`config.mk`:
```
export PLATFORM = sky130hd
export DESIGN_NAME = i2c_cq_master
export DESIGN_NICKNAME = d
export VERILOG_FILES = /design/src/rtl/i2c_cq_pkg.sv /design/src/rtl/i2c_cq_fifo.sv /design/src/rtl/i2c_cq_sym.sv /design/src/rtl/i2c_cq_master.sv
export SDC_FILE = /design/constraint.sdc
export NUM_CORES = 1
export LEC_CHECK = 0
export BUFFER_PORTS_ARGS = -buffer_cell sky130_fd_sc_hd__clkbuf_2
export CAP_MARGIN = 20
export CORE_MARGIN = 2
export CORE_UTILIZATION = 30
export DETAILED_ROUTE_END_ITERATION = 10
export HOLD_SLACK_MARGIN = 0.1
export PLACE_DENSITY = 0.48
export SYNTH_ARGS = -nofsm -noshare
export SYNTH_HDL_FRONTEND = slang
export SYNTH_HIERARCHICAL = 1
export SYNTH_SLANG_ARGS = --single-unit
```
`constraint.sdc`:
```
create_clock -name clk -period 7.78 [get_ports clk]
set_input_delay 0.389 -clock clk [delete_from_list [all_inputs] [get_ports clk]]
set_output_delay 0.389 -clock clk [all_outputs]
set_load 0.01 [all_outputs]
```
`src/rtl/i2c_cq_pkg.sv`:
```
package i2c_cq_pkg;

    // bit-level engine operations
    typedef enum logic [1:0] {
        BIT_START = 2'd0,
        BIT_STOP  = 2'd1,
        BIT_WR    = 2'd2,
        BIT_RD    = 2'd3
    } bit_op_e;

    // symbol-level operations issued by the sequencer
    typedef enum logic [1:0] {
        SYM_START  = 2'd0,
        SYM_STOP   = 2'd1,
        SYM_WRBYTE = 2'd2,
        SYM_RDBYTE = 2'd3
    } sym_e;

    typedef enum logic [2:0] {
        M_IDLE  = 3'd0,
        M_START = 3'd1,
        M_ADDR  = 3'd2,
        M_DATA  = 3'd3,
        M_WAIT  = 3'd4,
        M_STOP  = 3'd5
    } mst_e;

    typedef struct packed {
        logic       stop;
        logic       rd;
        logic [7:0] data;
    } cmd_t;

    localparam int CMD_W = $bits(cmd_t);

    localparam logic [3:0] REG_DATA    = 4'h0;
    localparam logic [3:0] REG_STAT    = 4'h1;
    localparam logic [3:0] REG_TAR     = 4'h2;
    localparam logic [3:0] REG_EN      = 4'h3;
    localparam logic [3:0] REG_ENST    = 4'h4;
    localparam logic [3:0] REG_RAW     = 4'h5;
    localparam logic [3:0] REG_CLRSTOP = 4'h6;
    localparam logic [3:0] REG_CLRABT  = 4'h7;
    localparam logic [3:0] REG_COMP    = 4'h8;

    localparam logic [31:0] COMP_TYPE = 32'h4457_0140;

    function automatic bit_op_e sym_bit_op(sym_e kind, logic [3:0] cnt);
        case (kind)
            SYM_START:  return BIT_START;
            SYM_STOP:   return BIT_STOP;
            SYM_WRBYTE: return (cnt < 4'd8) ? BIT_WR : BIT_RD;
            default:    return (cnt < 4'd8) ? BIT_RD : BIT_WR;
        endcase
    endfunction

endpackage

```
`src/rtl/i2c_cq_fifo.sv`:
```
module i2c_cq_fifo #(
    parameter int W     = 10,
    parameter int DEPTH = 4,
    localparam int CW   = $clog2(DEPTH + 1)
) (
    input  logic          clk,
    input  logic          rst,
    input  logic          push,
    input  logic          pop,
    input  logic          flush,
    input  logic [W-1:0]  din,
    output logic [W-1:0]  dout,
    output logic [CW-1:0] count,
    output logic          empty,
    output logic          full
);
    localparam int AW = (DEPTH > 1) ? $clog2(DEPTH) : 1;

    logic [W-1:0]  mem [DEPTH];
    logic [AW-1:0] rp, wp;
    logic          do_push, do_pop;

    assign empty   = (count == '0);
    assign full    = (count == CW'(DEPTH));
    assign do_push = push && !full;
    assign do_pop  = pop && !empty;
    assign dout    = mem[rp];

    function automatic logic [AW-1:0] bump(logic [AW-1:0] p);
        return (p == AW'(DEPTH - 1)) ? '0 : p + 1'b1;
    endfunction

    always_ff @(posedge clk) begin
        if (rst || flush) begin
            rp    <= '0;
            wp    <= '0;
            count <= '0;
        end else begin
            if (do_push) wp <= bump(wp);
            if (do_pop)  rp <= bump(rp);
            count <= count + CW'(do_push) - CW'(do_pop);
        end
    end

    always_ff @(posedge clk) begin
        if (do_push && !flush) mem[wp] <= din;
    end
endmodule

```
`src/rtl/i2c_cq_sym.sv`:
```
module i2c_cq_sym
    import i2c_cq_pkg::*;
(
    input  logic       clk,
    input  logic       rst,
    input  logic       op_valid,
    input  sym_e       op_kind,
    input  logic [7:0] op_byte,
    input  logic       op_ack,
    output logic       ready,
    output logic       done,
    output logic [7:0] rx_byte,
    output logic       ack_seen,
    output logic       bit_req,
    output bit_op_e    bit_op,
    output logic       bit_out,
    input  logic       bit_ack,
    input  logic       bit_in
);
    logic       busy;
    sym_e       kind_q;
    logic [7:0] sh;
    logic [3:0] cnt;
    logic       ack_q;

    assign ready   = !busy;
    assign bit_req = busy;
    assign bit_op  = sym_bit_op(kind_q, cnt);
    assign rx_byte = sh;

    always_comb begin
        bit_out = 1'b0;
        if (kind_q == SYM_WRBYTE) bit_out = sh[7];
        if (kind_q == SYM_RDBYTE) bit_out = ack_q;
    end

    always_ff @(posedge clk) begin
        if (rst) begin
            busy     <= 1'b0;
            done     <= 1'b0;
            kind_q   <= SYM_START;
            sh       <= '0;
            cnt      <= '0;
            ack_q    <= 1'b0;
            ack_seen <= 1'b0;
        end else begin
            done <= 1'b0;
            if (!busy && op_valid) begin
                busy   <= 1'b1;
                kind_q <= op_kind;
                sh     <= op_byte;
                cnt    <= '0;
                ack_q  <= op_ack;
            end else if (busy && bit_ack) begin
                if (kind_q == SYM_START || kind_q == SYM_STOP || cnt == 4'd8) begin
                    busy <= 1'b0;
                    done <= 1'b1;
                    if (kind_q == SYM_WRBYTE) ack_seen <= bit_in;
                end else begin
                    cnt <= cnt + 4'd1;
                    sh  <= (kind_q == SYM_WRBYTE) ? {sh[6:0], 1'b0} : {sh[6:0], bit_in};
                end
            end
        end
    end
endmodule

```
`src/rtl/i2c_cq_master.sv`:
```
module i2c_cq_master
    import i2c_cq_pkg::*;
#(
    parameter int TX_DEPTH = 4,
    parameter int RX_DEPTH = 4
) (
    input  logic        clk,
    input  logic        rst,
    input  logic        reg_wr,
    input  logic        reg_rd,
    input  logic [3:0]  reg_addr,
    input  logic [31:0] reg_wdata,
    output logic [31:0] reg_rdata,
    output logic        bit_req,
    output logic [1:0]  bit_op,
    output logic        bit_out,
    input  logic        bit_ack,
    input  logic        bit_in,
    output logic        hold_low,
    output logic        irq_stop
);
    localparam int TX_CW = $clog2(TX_DEPTH + 1);
    localparam int RX_CW = $clog2(RX_DEPTH + 1);

    mst_e       st;
    logic       launched, cur_dir;
    logic       en_req, en_st, restart_en;
    logic [6:0] tar_q;
    logic       stop_det, abort_q;

    // transmit queue
    logic [CMD_W-1:0] tx_dout;
    logic [TX_CW-1:0] tx_count;
    logic             tx_empty, tx_full, tx_push, tx_pop, tx_flush;
    cmd_t             front;

    // receive queue
    logic [7:0]       rx_dout;
    logic [RX_CW-1:0] rx_count;
    logic             rx_empty, rx_full, rx_push, rx_pop;

    // symbol engine handshake
    logic       op_valid, op_ack, sym_ready, sym_done, ack_seen;
    sym_e       op_kind;
    logic [7:0] op_byte, rx_byte;
    bit_op_e    bit_op_s;

    logic wr_data, rd_data;
    assign wr_data = reg_wr && reg_addr == REG_DATA;
    assign rd_data = reg_rd && reg_addr == REG_DATA;

    assign front    = cmd_t'(tx_dout);
    assign tx_push  = wr_data && !tx_full;
    assign tx_pop   = (st == M_DATA) && sym_done;
    assign tx_flush = sym_done && ack_seen &&
                      (st == M_ADDR || (st == M_DATA && !front.rd));
    assign rx_push  = (st == M_DATA) && sym_done && front.rd;
    assign rx_pop   = rd_data && !rx_empty;
    assign hold_low = (st == M_WAIT);
    assign irq_stop = stop_det;
    assign bit_op   = bit_op_s;

    i2c_cq_fifo #(.W(CMD_W), .DEPTH(TX_DEPTH)) u_txq (
        .clk(clk), .rst(rst), .push(tx_push), .pop(tx_pop), .flush(tx_flush),
        .din(reg_wdata[CMD_W-1:0]), .dout(tx_dout), .count(tx_count),
        .empty(tx_empty), .full(tx_full)
    );

    i2c_cq_fifo #(.W(8), .DEPTH(RX_DEPTH)) u_rxq (
        .clk(clk), .rst(rst), .push(rx_push), .pop(rx_pop), .flush(1'b0),
        .din(rx_byte), .dout(rx_dout), .count(rx_count),
        .empty(rx_empty), .full(rx_full)
    );

    i2c_cq_sym u_sym (
        .clk(clk), .rst(rst), .op_valid(op_valid), .op_kind(op_kind),
        .op_byte(op_byte), .op_ack(op_ack), .ready(sym_ready), .done(sym_done),
        .rx_byte(rx_byte), .ack_seen(ack_seen), .bit_req(bit_req),
        .bit_op(bit_op_s), .bit_out(bit_out), .bit_ack(bit_ack), .bit_in(bit_in)
    );

    // launch one symbol per state visit
    always_comb begin
        op_valid = 1'b0;
        op_kind  = SYM_START;
        op_byte  = '0;
        op_ack   = 1'b0;
        if (!launched && sym_ready) begin
            case (st)
                M_START: op_valid = 1'b1;
                M_STOP: begin
                    op_valid = 1'b1;
                    op_kind  = SYM_STOP;
                end
                M_ADDR: begin
                    op_valid = 1'b1;
                    op_kind  = SYM_WRBYTE;
                    op_byte  = {tar_q, cur_dir};
                end
                M_DATA: begin
                    if (front.rd == cur_dir && !(front.rd && rx_full)) begin
                        op_valid = 1'b1;
                        op_kind  = front.rd ? SYM_RDBYTE : SYM_WRBYTE;
                        op_byte  = front.data;
                        op_ack   = front.stop;
                    end
                end
                default: ;
            endcase
        end
    end

    always_ff @(posedge clk) begin
        if (rst) begin
            st         <= M_IDLE;
            launched   <= 1'b0;
            cur_dir    <= 1'b0;
            en_req     <= 1'b0;
            en_st      <= 1'b0;
            restart_en <= 1'b0;
            tar_q      <= '0;
            stop_det   <= 1'b0;
            abort_q    <= 1'b0;
        end else begin
            // register side effects first; hardware events below take priority
            if (reg_wr && reg_addr == REG_TAR && !en_st) tar_q <= reg_wdata[6:0];
            if (reg_wr && reg_addr == REG_EN) begin
                en_req     <= reg_wdata[0];
                restart_en <= reg_wdata[1];
            end
            if (reg_rd && reg_addr == REG_CLRSTOP) stop_det <= 1'b0;
            if (reg_rd && reg_addr == REG_CLRABT)  abort_q  <= 1'b0;

            if (op_valid) launched <= 1'b1;
            if (sym_done) launched <= 1'b0;

            case (st)
                M_IDLE: begin
                    en_st <= en_req;
                    if (en_st && en_req && !tx_empty) begin
                        st      <= M_START;
                        cur_dir <= front.rd;
                    end
                end
                M_START: if (sym_done) st <= M_ADDR;
                M_ADDR: begin
                    if (sym_done) begin
                        if (ack_seen) begin
                            abort_q <= 1'b1;
                            st      <= M_STOP;
                        end else begin
                            st <= M_DATA;
                        end
                    end
                end
                M_DATA: begin
                    if (!launched && front.rd != cur_dir) begin
                        if (restart_en) begin
                            cur_dir <= front.rd;
                            st      <= M_START;
                        end else begin
                            st <= M_STOP;
                        end
                    end else if (sym_done) begin
                        if (!front.rd && ack_seen) begin
                            abort_q <= 1'b1;
                            st      <= M_STOP;
                        end else if (front.stop) begin
                            st <= M_STOP;
                        end else if (tx_count == TX_CW'(1)) begin
                            st <= M_WAIT;
                        end
                    end
                end
                M_WAIT: begin
                    if (!tx_empty)    st <= M_DATA;
                    else if (!en_req) st <= M_STOP;
                end
                M_STOP: begin
                    if (sym_done) begin
                        stop_det <= 1'b1;
                        st       <= M_IDLE;
                    end
                end
                default: st <= M_IDLE;
            endcase
        end
    end

    always_comb begin
        case (reg_addr)
            REG_DATA:    reg_rdata = {24'd0, rx_dout};
            REG_STAT:    reg_rdata = {27'd0, abort_q, !rx_empty, !tx_full, tx_empty, st != M_IDLE};
            REG_TAR:     reg_rdata = {25'd0, tar_q};
            REG_EN:      reg_rdata = {30'd0, restart_en, en_req};
            REG_ENST:    reg_rdata = {31'd0, en_st};
            REG_RAW:     reg_rdata = {31'd0, stop_det};
            REG_CLRSTOP: reg_rdata = {31'd0, stop_det};
            REG_CLRABT:  reg_rdata = {31'd0, abort_q};
            REG_COMP:    reg_rdata = COMP_TYPE;
            default:     reg_rdata = '0;
        endcase
    end
endmodule

```
==> metrics.yaml <==
ys_seq_area_share_pct: 53.8
synth_edf_count: 72
clockBufferDepth: 2
ys_ff_latch: 125
yosys.area.top_type: "edfxtp_1"
numCtsBuffers: 17
whs_ps: 202
wire_per_inst_um: 16.4
hold_viol_final: 0
viasPerCell: 4.75
fin_skew_ps: 7.66
min_period_over_period_pct: 45.1
total_leakage_power_nw: 2.61
crit_path_start_kind: "register"
fp-row-count: 51
drv_slew: 0
synth_top_family_by_area: "simple AND/OR/NAND/NOR gates"
fin_nets: 614
ys_top_cells_by_count: "edfxtp_1 (72), nor2_1 (56), dfxtp_1 (53)"
yosysMostFrequentCell: "edfxtp_1"
synth.avg_cell_area_sq_um: 11.7
gp_congestion: 0.831
drt_wl_total_um: 13700
antenna_left: 0
grt_antenna_before_repair: 0
syn_inst: 511
place_hpwl_um: 9940
cp_data_required_time_ps: 8060
multi_input_area_sq_um: 2450
num_vias: 3948
setup_viol: 0
n_antenna_cell: 0
crit_path_end_kind: "register"
drt_iter0_drc: 214
root_buffer: "clkbuf_16"
min_path_cells: 1
ys.flop_type: "edfxtp_1"
coreArea_sq_um: 19500
maxSlewHeadroom_pct: 48.0
yosysWarningCount: 6
synth_cell_types: 59
hold_path_class: "input pin to register"
ioPinCount: 80
syn-cell-area_sq_um: 5990
die-width_um: 145
drc: 0
min_period_ps: 3510
finalPower_mw: 1.51
grt_pass1_vias: 3916
cp.arrival_ps: 3790
rsz0062_at_grt: "false"
cts_sinks: 125
crit_path_end: "u_rxq/count[2]"
fmax_mhz: 285
drt_pre_antenna_iters: 4
area_delta_synth_final_pct: 16.3
chipHeight_um: 145
grt_pass1_wl_um: 21500
register_area_sq_um: 3220
postCtsSetupBuffers: 0
synth_xor_area_share_pct: 0.877
drv_cap: 0
outcome: "complete, no violations"
nFillCells: 1976
worstMarginPinSlew_ps: 779
die-area_sq_um: 21100
yosys.area_share.simple_pct: 14.7
path_class: "register to register"
port_buffers: 41
synthAdderAreaFrac_pct: 4.01
worstPathMaxFanout: 10
vdd_drop_max_mv: 0.148
drive_above_1_share_pct: 20.6
cts_tree: "done"
ctsResizeCount: 0
min-delay-start: "reg_wdata[7]"
rr_worst_depth: 11
power_density_nw_per_um2: 217
grt_max_degree: 35
synth_compound_area_share_pct: 8.67
grt_usage_pct: 13.3
synth.area.mux_share_pct: 11.2
reg2reg_slack_ps: 4270
htreeDepth: 4
ctsHoldBuffers: 0
insertion_delay_ps: 410
start_util_pct: 30.7
fin_tns_setup_ps: 0
async_reset_ff_share_pct: 0
path_clk_slew_ps: 60
yosysTopAreaCellShare_pct: 36.1
overflow: 0
r2r-end: "u_rxq/count[2]"
netlist_top_cells_area: "edfxtp_1 (36%), dfxtp_1 (18%), mux4_2 (7.5%), mux2i_1 (3.5%), nor2_1 (3.5%)"
## kinds of logic after synthesis
| family | Yosys count |
|---|---|
| other | 1 |
| AND/OR/NAND/NOR | 172 |
| adder cells (fa/ha/maj) | 18 |
| AO/OA/AOI/OAI | 74 |
| buffers and inverters | 73 |
| flip-flops | 125 |
| multiplexers | 42 |
| XOR/XNOR | 6 |
## final cells by class
cell class,count,share of cell area [%]
clock buffer,21,6.75
sequential,125,46.3
inverter,26,1.44
multi-input combinational,334,35.2
clock inverter,11,1.67
timing repair buffer,50,3.92
tap,265,4.76
## critical path: stages, from the launching register on
cell and delay [ps]:
dfxtp_1 770, mux4_2 520, inv_4 70, nor3_1 350, nand2b_1 310, ha_1 370
inv_1 40, ha_1 180, fa_1 390, xnor2_1 180, xnor2_1 130, nor3_1 50
## per-layer routing
metal	vias to the layer above	part of all wire (%)	GRT usage [%]
met1	1932	46	17.7
met4	0	1.2	4.12
met2	88	48	21.5
met3	14	4.8	3.33
li1	1914	-	-
met5	-	0	0
## registers in the layout, summed over array words and instances, names as in the netlist, named ones only
register,flops
u_rxq/count,3
u_sym/bit_req,1
u_txq/rp,2
u_txq/count,3
u_sym/cnt,4
u_sym/ack_seen,1
u_sym/ack_q,1
u_txq/mem,40
u_rxq/mem,32
u_rxq/wp,2
irq_stop,1
restart_en,1
abort_q,1
launched,1
u_sym/rx_byte,8
u_sym/done,1
st,3
en_st,1
u_rxq/rp,2
en_req,1
tar_q,7
u_txq/wp,2
u_sym/kind_q,2
cur_dir,1
## power by group
| part | internal, mW | switching (mW) | leakage (nW) |
|---|---|---|---|
| Sequential | 0.697 | 0.00118 | 1.09 |
| Clock | 0.494 | 0.281 | 0.296 |
| Combinational | 0.0122 | 0.0279 | 1.23 |
## metrics by stage
stage | instance area [sq um] | setup slack [ps] | util (%) | std cells
after floorplan | 6070 | 5130 | - | 532
after global placement | 6380 | 4240 | 32.7 | 800
after detailed placement | 6380 | 4200 | 32.7 | 800
after CTS | 6970 | 4190 | 35.7 | 832
after global routing | 6970 | 3950 | 35.7 | 832
final | 6970 | 4270 | 35.7 | 832
## worst min-delay path by stage
| stage | slack, ps | to |
|---|---|---|
| finish | 200 | u_txq/mem[2][7] |
| global route | 190 | u_txq/mem[0][8] |
| CTS | 180 | u_txq/mem[2][8] |
| detailed placement | 450 | u_sym/ack_q |
| global placement | 450 | u_sym/ack_q |
| floorplan | 440 | u_sym/ack_q |
## placed cells by master, fill, tap and decap left out, drive strengths merged, types with 8 or more instances in the layout
cell type,count
clkbuf,62
dfxtp,53
edfxtp,72
nor3,20
inv,26
nor3b,13
mux2i,21
nand2,33
nor2,58
conb,22
buf,9
a22oi,8
a21oi,21
nand3,11
clkinv,9
o21ai,16
mux4,20
a2111oi,8
ha,16
No activity file was read; power rests on OpenSTA's default activity.
